[src/rtl/sqc_pkg.sv]
package sqc_pkg;
  typedef enum logic [2:0] {
    ST_IDLE,
    ST_DRAIN_ONE,
    ST_DRAIN_STQ,
    ST_RECOVERED,
    ST_MCHK_EXC,
    ST_CKSTOP
  } sqc_state_e;
endpackage

[src/rtl/sqc_hrst_window.sv]
module sqc_hrst_window #(
  parameter int HRST_CYC = 4,
  localparam int CNT_W = $clog2(HRST_CYC + 1)
) (
  input  logic clk,
  input  logic rst,
  output logic hrst_busy
);
  logic [CNT_W-1:0] cnt_q;

  always_ff @(posedge clk) begin
    if (rst) cnt_q <= CNT_W'(HRST_CYC);
    else if (cnt_q != '0) cnt_q <= cnt_q - 1'b1;
  end

  assign hrst_busy = (cnt_q != '0);

  // the window must be open on the first edge after a hard reset
  p_window_open_r8: assert property (@(posedge clk) rst |=> hrst_busy);
endmodule

[src/rtl/sqc_fsm.sv]
module sqc_fsm
  import sqc_pkg::*;
(
  input  logic       clk,
  input  logic       rst,
  input  logic       soft_req,
  input  logic       busy,
  input  logic       mchk_err,
  input  logic       mchk_en,
  input  logic       instr_done,
  input  logic       stq_empty,
  output sqc_state_e state_d,
  output logic       unrec_q,
  output logic       rej_q
);
  sqc_state_e state_q;
  sqc_state_e mchk_dst;
  logic       accept;
  logic       quiescing;

  assign mchk_dst  = mchk_en ? ST_MCHK_EXC : ST_CKSTOP;
  assign accept    = (state_q == ST_IDLE) && !mchk_err && soft_req && !busy;
  assign quiescing = (state_q == ST_DRAIN_ONE) || (state_q == ST_DRAIN_STQ);

  always_comb begin
    state_d = state_q;
    unique case (state_q)
      ST_IDLE:      if (mchk_err) state_d = mchk_dst;
                    else if (soft_req && !busy) state_d = ST_DRAIN_ONE;
      ST_DRAIN_ONE: if (mchk_err) state_d = mchk_dst;
                    else if (instr_done) state_d = ST_DRAIN_STQ;
      ST_DRAIN_STQ: if (mchk_err) state_d = mchk_dst;
                    else if (stq_empty) state_d = ST_RECOVERED;
      ST_RECOVERED: if (mchk_err) state_d = mchk_dst;
                    else if (!soft_req) state_d = ST_IDLE;
      ST_MCHK_EXC:  state_d = mchk_err ? mchk_dst : ST_IDLE;
      ST_CKSTOP:    state_d = ST_CKSTOP;
      default:      state_d = ST_IDLE;
    endcase
  end

  always_ff @(posedge clk) begin
    if (rst) begin
      state_q <= ST_IDLE;
      unrec_q <= 1'b0;
      rej_q   <= 1'b0;
    end else begin
      state_q <= state_d;
      rej_q   <= (state_q == ST_IDLE) && !mchk_err && soft_req && busy;
      if (quiescing && mchk_err) unrec_q <= 1'b1;
      else if (accept) unrec_q <= 1'b0;
    end
  end

  p_one_instr_r2: assert property (@(posedge clk) disable iff (rst)
    (state_q == ST_DRAIN_ONE && instr_done && !mchk_err) |=> (state_q == ST_DRAIN_STQ));
  p_wait_stq_r3: assert property (@(posedge clk) disable iff (rst)
    (state_q == ST_DRAIN_STQ && !stq_empty && !mchk_err) |=> (state_q == ST_DRAIN_STQ));
  p_to_ckstop_r6: assert property (@(posedge clk) disable iff (rst)
    (state_q != ST_CKSTOP && mchk_err && !mchk_en) |=> (state_q == ST_CKSTOP));
  p_ckstop_sticks_r7: assert property (@(posedge clk) disable iff (rst)
    (state_q == ST_CKSTOP) |=> (state_q == ST_CKSTOP && !rej_q));
  p_refuse_r8: assert property (@(posedge clk) disable iff (rst)
    (state_q == ST_IDLE && soft_req && busy && !mchk_err) |=> (state_q == ST_IDLE && rej_q));
  p_mchk_first_r10: assert property (@(posedge clk) disable iff (rst)
    (state_q == ST_IDLE && mchk_err) |=> (state_q != ST_DRAIN_ONE));
endmodule

[src/rtl/sqc_outreg.sv]
module sqc_outreg
  import sqc_pkg::*;
#(
  parameter int             VEC_W    = 20,
  parameter logic [VEC_W-1:0] MCHK_VEC = VEC_W'(32'h0000_0200)
) (
  input  logic             clk,
  input  logic             rst,
  input  sqc_state_e       state_d,
  output logic             blk_complete,
  output logic             freeze_en,
  output logic             exc_req,
  output logic [VEC_W-1:0] exc_vec,
  output logic             recovered,
  output logic             ckstop
);
  always_ff @(posedge clk) begin
    if (rst) begin
      blk_complete <= 1'b0;
      freeze_en    <= 1'b0;
      exc_req      <= 1'b0;
      exc_vec      <= '0;
      recovered    <= 1'b0;
      ckstop       <= 1'b0;
    end else begin
      blk_complete <= (state_d == ST_DRAIN_STQ) || (state_d == ST_RECOVERED) ||
                      (state_d == ST_CKSTOP);
      freeze_en    <= (state_d == ST_CKSTOP);
      ckstop       <= (state_d == ST_CKSTOP);
      recovered    <= (state_d == ST_RECOVERED);
      exc_req      <= (state_d == ST_MCHK_EXC);
      exc_vec      <= (state_d == ST_MCHK_EXC) ? MCHK_VEC : '0;
    end
  end

  p_vec_valid_r5: assert property (@(posedge clk) disable iff (rst)
    exc_req |-> (exc_vec == MCHK_VEC));
  p_no_freeze_exc_r9: assert property (@(posedge clk) disable iff (rst)
    freeze_en |-> !exc_req);
endmodule

[src/rtl/sqc_ctrl.sv]
module sqc_ctrl
  import sqc_pkg::*;
#(
  parameter int               HRST_CYC = 4,
  parameter int               VEC_W    = 20,
  parameter logic [VEC_W-1:0] MCHK_VEC = VEC_W'(32'h0000_0200)
) (
  input  logic             clk,
  input  logic             rst,
  input  logic             soft_req,
  input  logic             test_busy,
  input  logic             mchk_err,
  input  logic             mchk_en,
  input  logic             instr_done,
  input  logic             stq_empty,
  output logic             blk_complete,
  output logic             freeze_en,
  output logic             exc_req,
  output logic [VEC_W-1:0] exc_vec,
  output logic             recovered,
  output logic             unrecoverable,
  output logic             sreset_rej,
  output logic             ckstop
);
  logic       hrst_busy;
  sqc_state_e state_d;

  sqc_hrst_window #(.HRST_CYC(HRST_CYC)) win_i (
    .clk(clk), .rst(rst), .hrst_busy(hrst_busy)
  );

  sqc_fsm fsm_i (
    .clk(clk), .rst(rst), .soft_req(soft_req), .busy(hrst_busy | test_busy),
    .mchk_err(mchk_err), .mchk_en(mchk_en), .instr_done(instr_done),
    .stq_empty(stq_empty), .state_d(state_d), .unrec_q(unrecoverable),
    .rej_q(sreset_rej)
  );

  sqc_outreg #(.VEC_W(VEC_W), .MCHK_VEC(MCHK_VEC)) out_i (
    .clk(clk), .rst(rst), .state_d(state_d), .blk_complete(blk_complete),
    .freeze_en(freeze_en), .exc_req(exc_req), .exc_vec(exc_vec),
    .recovered(recovered), .ckstop(ckstop)
  );

  p_exc_single_r5: assert property (@(posedge clk) disable iff (rst)
    exc_req |=> !exc_req);
  p_clear_r1: assert property (@(posedge clk)
    rst |=> (!ckstop && !exc_req && !sreset_rej && !unrecoverable));
endmodule

[config.mk]
export PLATFORM = sky130hd
export DESIGN_NAME = sqc_ctrl
export DESIGN_NICKNAME = d
export VERILOG_FILES = /design/src/rtl/sqc_pkg.sv /design/src/rtl/sqc_hrst_window.sv /design/src/rtl/sqc_fsm.sv /design/src/rtl/sqc_outreg.sv /design/src/rtl/sqc_ctrl.sv
export SDC_FILE = /design/constraint.sdc
export NUM_CORES = 1
export LEC_CHECK = 0
export ABC_AREA = 1
export ABC_CLOCK_PERIOD_IN_PS = 3900
export BUFFER_PORTS_ARGS = -buffer_cell sky130_fd_sc_hd__buf_2
export CAP_MARGIN = 20
export CORE_MARGIN = 2
export CORE_UTILIZATION = 44
export DETAILED_ROUTE_END_ITERATION = 16
export PLACE_DENSITY_LB_ADDON = 0.08
export SKIP_CTS_REPAIR_TIMING = 1
export SYNTH_ARGS = -nofsm -noshare
export SYNTH_HDL_FRONTEND = slang
export SYNTH_HIERARCHICAL = 1
export SYNTH_SLANG_ARGS = --single-unit
[constraint.sdc]
create_clock -name clk -period 3.9 [get_ports clk]
set_input_delay 0 -clock clk [delete_from_list [all_inputs] [get_ports clk]]
set_output_delay 0 -clock clk [all_outputs]
set_load 0.02 [all_outputs]
# Word level (Yosys, flattened, before mapping)
# Cells that the tools add are included.
totals:
  ff_bits: 32
  output_inout_bits: 27
  wordCells: 48
classes:
  add_sub_neg: 1
  eq_ne: 9
  muxes: 14
  bitwise: 1
  n_reduce_logical: 14
ops:
  columns: ["operator", "n"]
  rows:
  - ["$mux W3", 9]
  - ["$pmux W3 S6", 1]
  - ["$eq A3 B2 Y1 const B", 4]
  - ["$eq A3 B3 Y1 const B", 4]
  - ["$mux W10", 1]
  - ["$logic_and A1 B1 Y1", 6]
  - ["$eq A3 B1 Y1 const B", 1]
  - ["$logic_not A3 Y1", 1]
  - ["$logic_or A1 B1 Y1", 3]
  - ["$mux W1", 3]
  - ["$reduce_bool A3 Y1", 1]
  - ["$sub A3 B1 Y3 const B", 1]
  - ["$logic_not A1 Y1", 2]
  - ["$reduce_bool A2 Y1", 1]
  - ["$or A1 B1 Y1", 1]

# Depth between registers and ports, before layout
# Gate-level depths: netlist of the first run.
logic_depth:
  depth_word: 10
  ltp_mapped: 14
  ltp_nobuf: 14

# By module
# Netlist of the first run, hierarchy kept.
by_module_without_submodules:
  columns: ["mod", "n_inst", "cells_per_inst", "area_per_inst_um2"]
  rows:
  - ["sqc_fsm", 1, 52, 307.8]
  - ["sqc_outreg", 1, 37, 291.5]
  - ["sqc_hrst_window", 1, 25, 166.4]
  - ["sqc_ctrl", 1, 3, 11.3]

# Least setup slack after synthesis of the first run
# Ideal clock, no wire load.
synth_timing:
  path_type: "reg2reg"
  startpoint: "reg win_i.cnt_q[0]"
  endpoint: "reg out_i.blk_complete"
  setup_ps: 59
  arrival_time_ps: 1375
  setup_slack_ps: 2466
  stages_incl_launch_ff: 15
  path_buffers: 0
  path_cell_list: "dfxtp_1 inv_1 ha_1 inv_2 nor2_2 inv_1 inv_1 nand2_1 nor2_1 nand3_1 nand2_1 nor2_1 inv_1 nand4_1 nand2_1"
synth_between:
  elab_chain_len: 10
  elab_cells_between_ends: 12
synth_rtl:
  columns: ["item", "line_no", "rtl"]
  rows:
  - ["start, declared", "sqc_hrst_window.sv:9", "logic [CNT_W-1:0] cnt_q;"]
  - ["start signal, assigned", "sqc_hrst_window.sv:12", "if (rst) cnt_q <= CNT_W'(HRST_CYC);"]
  - ["start signal, assigned", "sqc_hrst_window.sv:13", "else if (cnt_q != '0) cnt_q <= cnt_q - 1'b1;"]
  - ["$reduce_bool A3 Y1 *", "sqc_hrst_window.sv:16", "assign hrst_busy = (cnt_q != '0);"]
  - ["net hrst_busy", "sqc_ctrl.sv:25", "logic hrst_busy;"]
  - ["$or A1 B1 Y1 *", "sqc_ctrl.sv:33", ".clk(clk), .rst(rst), .soft_req(soft_req), .busy(hrst_busy | test_busy),"]
  - ["$logic_not A1 Y1 *", "sqc_fsm.sv:29", "else if (soft_req && !busy) state_d = ST_DRAIN_ONE;"]
  - ["$logic_and A1 B1 Y1 *", "sqc_fsm.sv:29", null]
  - ["$mux W3 *", "sqc_fsm.sv:29", null]
  - ["$mux W3 *", "sqc_fsm.sv:28", "ST_IDLE: if (mchk_err) state_d = mchk_dst;"]
  - ["$pmux W3 S6 *", "sqc_fsm.sv:27", "unique case (state_q)"]
  - ["net state_d[0]", "sqc_ctrl.sv:26", "sqc_state_e state_d;"]
  - ["$eq A3 B2 Y1", "sqc_outreg.sv:26", "blk_complete <= (state_d == ST_DRAIN_STQ) || (state_d == ST_RECOVERED) ||"]
  - ["$logic_or A1 B1 Y1", "sqc_outreg.sv:26", null]
  - ["$logic_or A1 B1 Y1 *", "sqc_outreg.sv:26", null]
  - ["end signal, assigned", "sqc_outreg.sv:26", null]
  - ["end, declared", "sqc_outreg.sv:10", "output logic blk_complete,"]
# The timed path passes the listed nets; every way through them passes the cells marked *.
# A chain may end at the register's enable or synchronous reset.

# Worst setup path after layout of the first run
layout_timing:
  startpoint: "reg win_i.cnt_q[0]"
  endpoint: "reg out_i.ckstop"
layout_between:
  elab_chain_len: 8
layout_rtl:
  columns: ["item", "line_no", "rtl"]
  rows:
  - ["$reduce_bool A3 Y1", "sqc_hrst_window.sv:16", null]
  - ["net hrst_busy", "sqc_ctrl.sv:25", null]
  - ["$or A1 B1 Y1", "sqc_ctrl.sv:33", null]
  - ["$logic_not A1 Y1", "sqc_fsm.sv:29", null]
  - ["$logic_and A1 B1 Y1", "sqc_fsm.sv:29", null]
  - ["$mux W3", "sqc_fsm.sv:29", null]
  - ["$mux W3", "sqc_fsm.sv:28", null]
  - ["$pmux W3 S6", "sqc_fsm.sv:27", null]
  - ["net state_d[0]", "sqc_ctrl.sv:26", null]
  - ["$eq A3 B3 Y1", "sqc_outreg.sv:29", "ckstop <= (state_d == ST_CKSTOP);"]
  - ["end signal, assigned", "sqc_outreg.sv:29", null]
  - ["end, declared", "sqc_outreg.sv:15", "output logic ckstop"]
# The timed path passes the listed nets, and every way through them passes these cells.

==> results of run 1 <==
-- power breakdown --
part           internal, uW  switching (uW)
clock network          35.7            38.0
logic                  37.8            80.7
registers               140            8.38
-- worst max-delay path, stage by stage (launching register included) --
cell,delay (ns)
dfxtp_1,0.30
inv_1,0.11
ha_1,0.23
inv_2,0.05
nor2_2,0.11
inv_1,0.05
inv_1,0.05
nand2_1,0.06
nor2_1,0.10
nand3_1,0.09
nand2_1,0.08
nor2_1,0.05
inv_1,0.08
nand4_1,0.13
inv_1,0.08
-- cells in the mapped netlist --
| cell type | instances |
|---|---|
| a211oi_1 | 1 |
| a21oi_1 | 2 |
| a21oi_2 | 1 |
| buf_4 | 21 |
| buf_6 | 1 |
| conb_1 | 1 |
| dfxtp_1 | 12 |
| ha_1 | 2 |
| inv_1 | 20 |
| inv_2 | 3 |
| nand2_1 | 20 |
| nand3_1 | 6 |
| nand4_1 | 3 |
| nor2_1 | 20 |
| nor2_2 | 3 |
| xor2_1 | 1 |
-- placed cells by master (no fill, tap or decap), drive strengths merged --
cell type and count:
clkbuf 3, nor2 23, conb 19, a21oi 3, nand4 3, dfxtp 12, inv 23, a211oi 1
xor2 1, nand2 20, buf 15, nand3 6, dlygate4sd3 1, ha 2
-- registers in the layout, indices dropped and copies added (netlist names) --
name,count
out_i/blk_complete,1
fsm_i/rej_q,1
fsm_i/unrec_q,1
fsm_i/state_q,3
out_i/exc_vec,1
out_i/ckstop,1
win_i/cnt_q,3
out_i/recovered,1
-- cells by family (layout without fill, tap and decap cells) --
group           count (synthesis)  count (layout)  synth area share, %
buf+inv                        45              42                 32.8
other cells                     1              19                0.483
fa+ha+maj                       2               2                 3.22
xor+xnor                        1               1                 1.13
compound gates                  4               4                 3.38
simple gates                   52              52                 28.0
flops                          12              12                 30.9
-- final cells by class --
class / instances / area (sq um) / share of cell area [%]
multi-input cells: 78 / 349 / 43.4
flip-flops and latches: 12 / 240 / 29.9
inverters: 23 / 86.3 / 10.7
repair buffers: 16 / 85.1 / 10.6
clock buffers: 3 / 22.5 / 2.80
well taps: 17 / 21.3 / 2.64
-- metrics by stage --
step | cells | total power [uW] | setup slack, ns | utilization [%]
3_5_place_dp | 145 | 270 | 2.29 | 45.7
4_1_cts | 148 | 346 | 2.25 | 47.0
2_1_floorplan | 135 | 263 | 2.47 | -
6_report | 149 | 340 | 2.25 | 47.6
5_1_grt | 149 | 371 | 2.09 | 47.6
3_3_place_gp | 145 | 268 | 2.33 | 45.7
-- final timing paths --
check                                endpoint            from  cells past startpoint
worst min-delay path              fsm_i/rej_q             rst                      2
worst max register to register   out_i/ckstop  win_i/cnt_q[0]                     14
worst max-delay path             out_i/ckstop  win_i/cnt_q[0]                     14
worst min register to register  fsm_i/unrec_q   fsm_i/unrec_q                      2
-- metal layers --
layer	part of all wire, %	global-route usage, %	vias to the layer above
met5	0	0	-
met4	0	5.14	0
met3	4.6	4.76	0
met2	54	22.8	14
met1	42	14.3	272
li1	-	-	336
==> out/metrics.csv, run 1 <==
metric;value;unit
HP Class;input pin to register;
RePlAce Congestion;0.804;
clk root buf;clkbuf_4;
Ant. Diodes;0;
register area share after synthesis;30.9;%
initial antenna violation count;0;
Max Buffers Root-to-Sink;2;
pins over their slew limit;0;
Final period util;42.3;%
CTS sink cnt;12;
Yosys reg bits;12;
routed len/inst;8.06;microns
I/O Pins;35;
Tmin final;1.65;ns
post-synth top area cell;dfxtp_1;
DIE WIDTH;46.0;microns
unique cell type count in the Yosys netlist;16;
synthesized instance count;117;
Yosys warning total;6;
Synth area leaders;dfxtp_1 31%, buf_4 20%, inv_1 9.7%;
# rows;15;
Yosys top cell area share;30.9;%
maximum VDD drop;0.245;mV
Worst Hold Margin;-0.000513;ns
First DRT Iteration DRCs;2;
syn avg cell area;6.64;sq um
Core ar.;1690;sq um
DRC Markers;0;
status;finished with violations;
GRT Util Overall;13.1;%
Cell Area, Placed;772;sq um
CP Capture Type;register;
WP data arrival;1.86;ns
Max-cap violations;0;
Detailed Place HPWL;1.01;mm
Congestion Overflow GR;0;
Worst EP required;4.11;ns
Setup CP Type;register to register;
vias per inst;4.17;
Leak;0.000499;uW
first-pass GRT wire length;1.99;mm
Layout fillers;197;
Hold Vio Cnt, Final;1;
CP max FO;4;
Worst R2R Setup Slack;2.25;ns
RSZ-0062 raised after global routing;no;
largest net degree at the start of global routing;9;
Port Buffers;15;
Worst Setup Start Kind;register;
Worst-Skew Late Latency;0.27;ns
Achievable Freq;606;MHz
worst clock skew;0.00417;ns
vias in the first global route;531;
growth of design area from synthesis to finish;3.54;%
Starting Density;46.0;%
Synth Cell Area;777;sq um
DRT antenna net count;0;
Vias;622;
DRT Wirelength;1.20;mm
H-tree Lvls;1;
Setup Viol. Count Final;0;
Power Dens Cells;423;nW/um^2
TritonCTS clock tree;built;
die height;46.0;microns
failing checks;negative hold slack;
Setup TNS;0;ns
number of buffers created by CTS;3;
Die ar.;2120;sq um
nets;144;
clock slew seen by the registers of the worst setup and hold paths;0.07;ns
Pre-Repair DR Iteration Count;4;
post-route design area;805;sq um
share of cells above drive strength 1;18.9;%
(Power assumes the default switching activity.)
==> run 2, diff against run 1 <==
--- a/config.mk
+++ b/config.mk
@@ -5,12 +5,12 @@
 export SDC_FILE = /design/constraint.sdc
 export NUM_CORES = 1
 export LEC_CHECK = 0
-export ABC_AREA = 1
-export ABC_CLOCK_PERIOD_IN_PS = 3900
+export ABC_AREA = 0
+export ABC_CLOCK_PERIOD_IN_PS = 1500
 export BUFFER_PORTS_ARGS = -buffer_cell sky130_fd_sc_hd__buf_2
 export CAP_MARGIN = 20
 export CORE_MARGIN = 2
-export CORE_UTILIZATION = 44
+export CORE_UTILIZATION = 40
 export DETAILED_ROUTE_END_ITERATION = 16
 export PLACE_DENSITY_LB_ADDON = 0.08
 export SKIP_CTS_REPAIR_TIMING = 1
==> constraint.sdc (replaced) <==
create_clock -name clk -period 1.5 [get_ports clk]
set_input_delay 0 -clock clk [delete_from_list [all_inputs] [get_ports clk]]
set_output_delay 0 -clock clk [all_outputs]
set_load 0.02 [all_outputs]
==> run 2 against run 1 <==
Net effect:
- the run now ends clean
- global-route usage decreased by 1.2 points
- synthesized area is 5.5% lower
- power rose to 3.0 times the previous value
- sequential cell count unchanged
- die area increased by 3.6%
- final area is 5.3% higher
- clock-buffer cell count grew 1
==> out/metrics.csv, run 2 <==
metric;value;unit
Achievable Freq;695;MHz
CTS sink cnt;12;
Layout Utilization;49.1;%
DRT antenna net count;0;
Port Buffers;15;
First DRT Iteration DRCs;8;
DRT Wirelength;1.24;mm
R2R depth;9;
Worst setup startpoint;win_i/cnt_q[1];
Worst EP required;1.70;ns
commonest non-fill, non-tap cell in the layout;conb_1;
crit path capture;out_i/blk_complete;
Tmin final;1.44;ns
number of buffers created by CTS;3;
Yosys reg bits;12;
H-tree Lvls;1;
Die ar.;2190;sq um
die height;46.9;microns
CP max FO;3;
clk root buf;clkbuf_4;
Max-cap violations;0;
I/O Pins;35;
worst clock skew;0.000489;ns
most common library cells after synthesis;21 x buf_4, 12 x dfxtp_1, 5 x inv_1, 5 x nor2_1;
Core ar.;1730;sq um
Placed Instances;124;
Final period util;96.0;%
R2R Path End;out_i/blk_complete;
Detailed Place HPWL;946;microns
vias per inst;4.26;
overall power;1030;uW
GRT Util Overall;11.9;%
TritonCTS clock tree;built;
Leak;0.000411;uW
vias in the first global route;450;
most frequent cells in the layout;19 x conb_1, 15 x buf_2, 10 x dfxtp_1;
Yosys warning total;6;
largest net degree at the start of global routing;13;
share of cells above drive strength 1;36.5;%
register area share after synthesis;32.7;%
Congestion Overflow GR;0;
syn avg cell area;8.96;sq um
RSZ-0062 raised after global routing;yes;
synthesized instance count;82;
Reg-to-Reg Start;win_i/cnt_q[1];
Yosys top cell area share;32.7;%
Finished Layout Cells;129;
clock slew seen by the registers of the worst setup and hold paths;0.08;ns
most frequent cell after synthesis;buf_4;
share of flip-flops with an asynchronous set or reset;0;%
post-synth top area cell;dfxtp_1;
post-route design area;847;sq um
Synth area leaders;dfxtp_1 33%, buf_4 21%, ha_1 3.4%;
Post-synth top flop;dfxtp_1;
Starting Density;42.5;%
Hold Vio Cnt, Final;0;
Worst Setup Start Kind;register;
Worst-Skew Late Latency;0.26;ns
pins over their slew limit;0;
status;complete, no violations;
Synth Cell Area;734;sq um
Power Dens Cells;1220;nW/um^2
Setup CP Type;register to register;
Worst Hold Margin;0.0115;ns
Max Buffers Root-to-Sink;2;
initial antenna violation count;0;
# rows;15;
nets;115;
Setup Viol. Count Final;0;
Vias;550;
DRC Markers;0;
WP data arrival;1.64;ns
DIE WIDTH;46.9;microns
HP Class;input pin to register;
Pre-Repair DR Iteration Count;2;
top flop regs;fsm_i/state_q x3, win_i/cnt_q x3;
Cell Area, Placed;788;sq um
routed len/inst;9.63;microns
unique cell type count in the Yosys netlist;33;
CP Capture Type;register;
EDFF count, synth;0;
RePlAce Congestion;0.758;
first-pass GRT wire length;1.84;mm
Worst R2R Setup Slack;0.06;ns
maximum VDD drop;0.661;mV
Ant. Diodes;0;
growth of design area from synthesis to finish;15.3;%
==> run 2: power by group <==
| part | internal, uW | total [uW] | switching, uW |
|---|---|---|---|
| Clock | 147 | 255 | 108 |
| Sequential | 367 | 400 | 33.1 |
| Combinational | 190 | 377 | 187 |
==> run 2: worst max-delay path, stage by stage, from the launching register on <==
cell      delay (ns)
dfxtp_2         0.33
inv_2           0.08
ha_4            0.15
nand2b_4        0.05
or2_1           0.21
inv_2           0.06
nand4_1         0.12
nand4_1         0.17
nand2b_2        0.09
o22ai_1         0.13
==> run 2: worst min-delay path by stage <==
stage / from / end / slack [ns] / depth (start not counted)
6_report: soft_req / fsm_i/rej_q / 0.01 / 3
5_1_grt: soft_req / fsm_i/rej_q / 0.004 / 3
4_1_cts: mchk_err / fsm_i/state_q[1] / 0.004 / 2
3_5_place_dp: soft_req / fsm_i/rej_q / 0.29 / 3
3_3_place_gp: soft_req / fsm_i/rej_q / 0.28 / 3
2_1_floorplan: rst / fsm_i/state_q[0] / 0.06 / 1
==> run 2: stage by stage <==
stage          TNS [ns]  setup slack [ns]
2_1_floorplan         0            0.0534
3_3_place_gp          0            0.0221
3_5_place_dp   -0.00888          -0.00888
4_1_cts         -0.0253           -0.0253
5_1_grt         -0.0286           -0.0270
6_report              0            0.0602
==> run 2: area by class of cell <==
class | count | area, sq um
clock buffer | 4 | 36.3
inverter | 5 | 18.8
fill | 179 | 880
tap | 25 | 31.3
multi-input combinational | 62 | 398
timing repair buffer | 21 | 120
sequential | 12 | 243
==> run 2: cells by family after synthesis <==
| kind of cell | Yosys count | share of synthesized area (%) |
|---|---|---|
| other cells | 1 | 0.511 |
| buf+inv | 26 | 24.0 |
| xor+xnor | 1 | 1.19 |
| mux | 2 | 3.58 |
| compound gates | 10 | 10.6 |
| flops | 12 | 32.7 |
| fa+ha+maj | 2 | 3.41 |
| simple gates | 28 | 24.0 |
==> run 2: per-layer routing <==
metal,wire length [microns],track usage [%]
met2,585,19.5
met3,74,2.31
met5,0,0
met1,570,14.7
met4,12,6.67
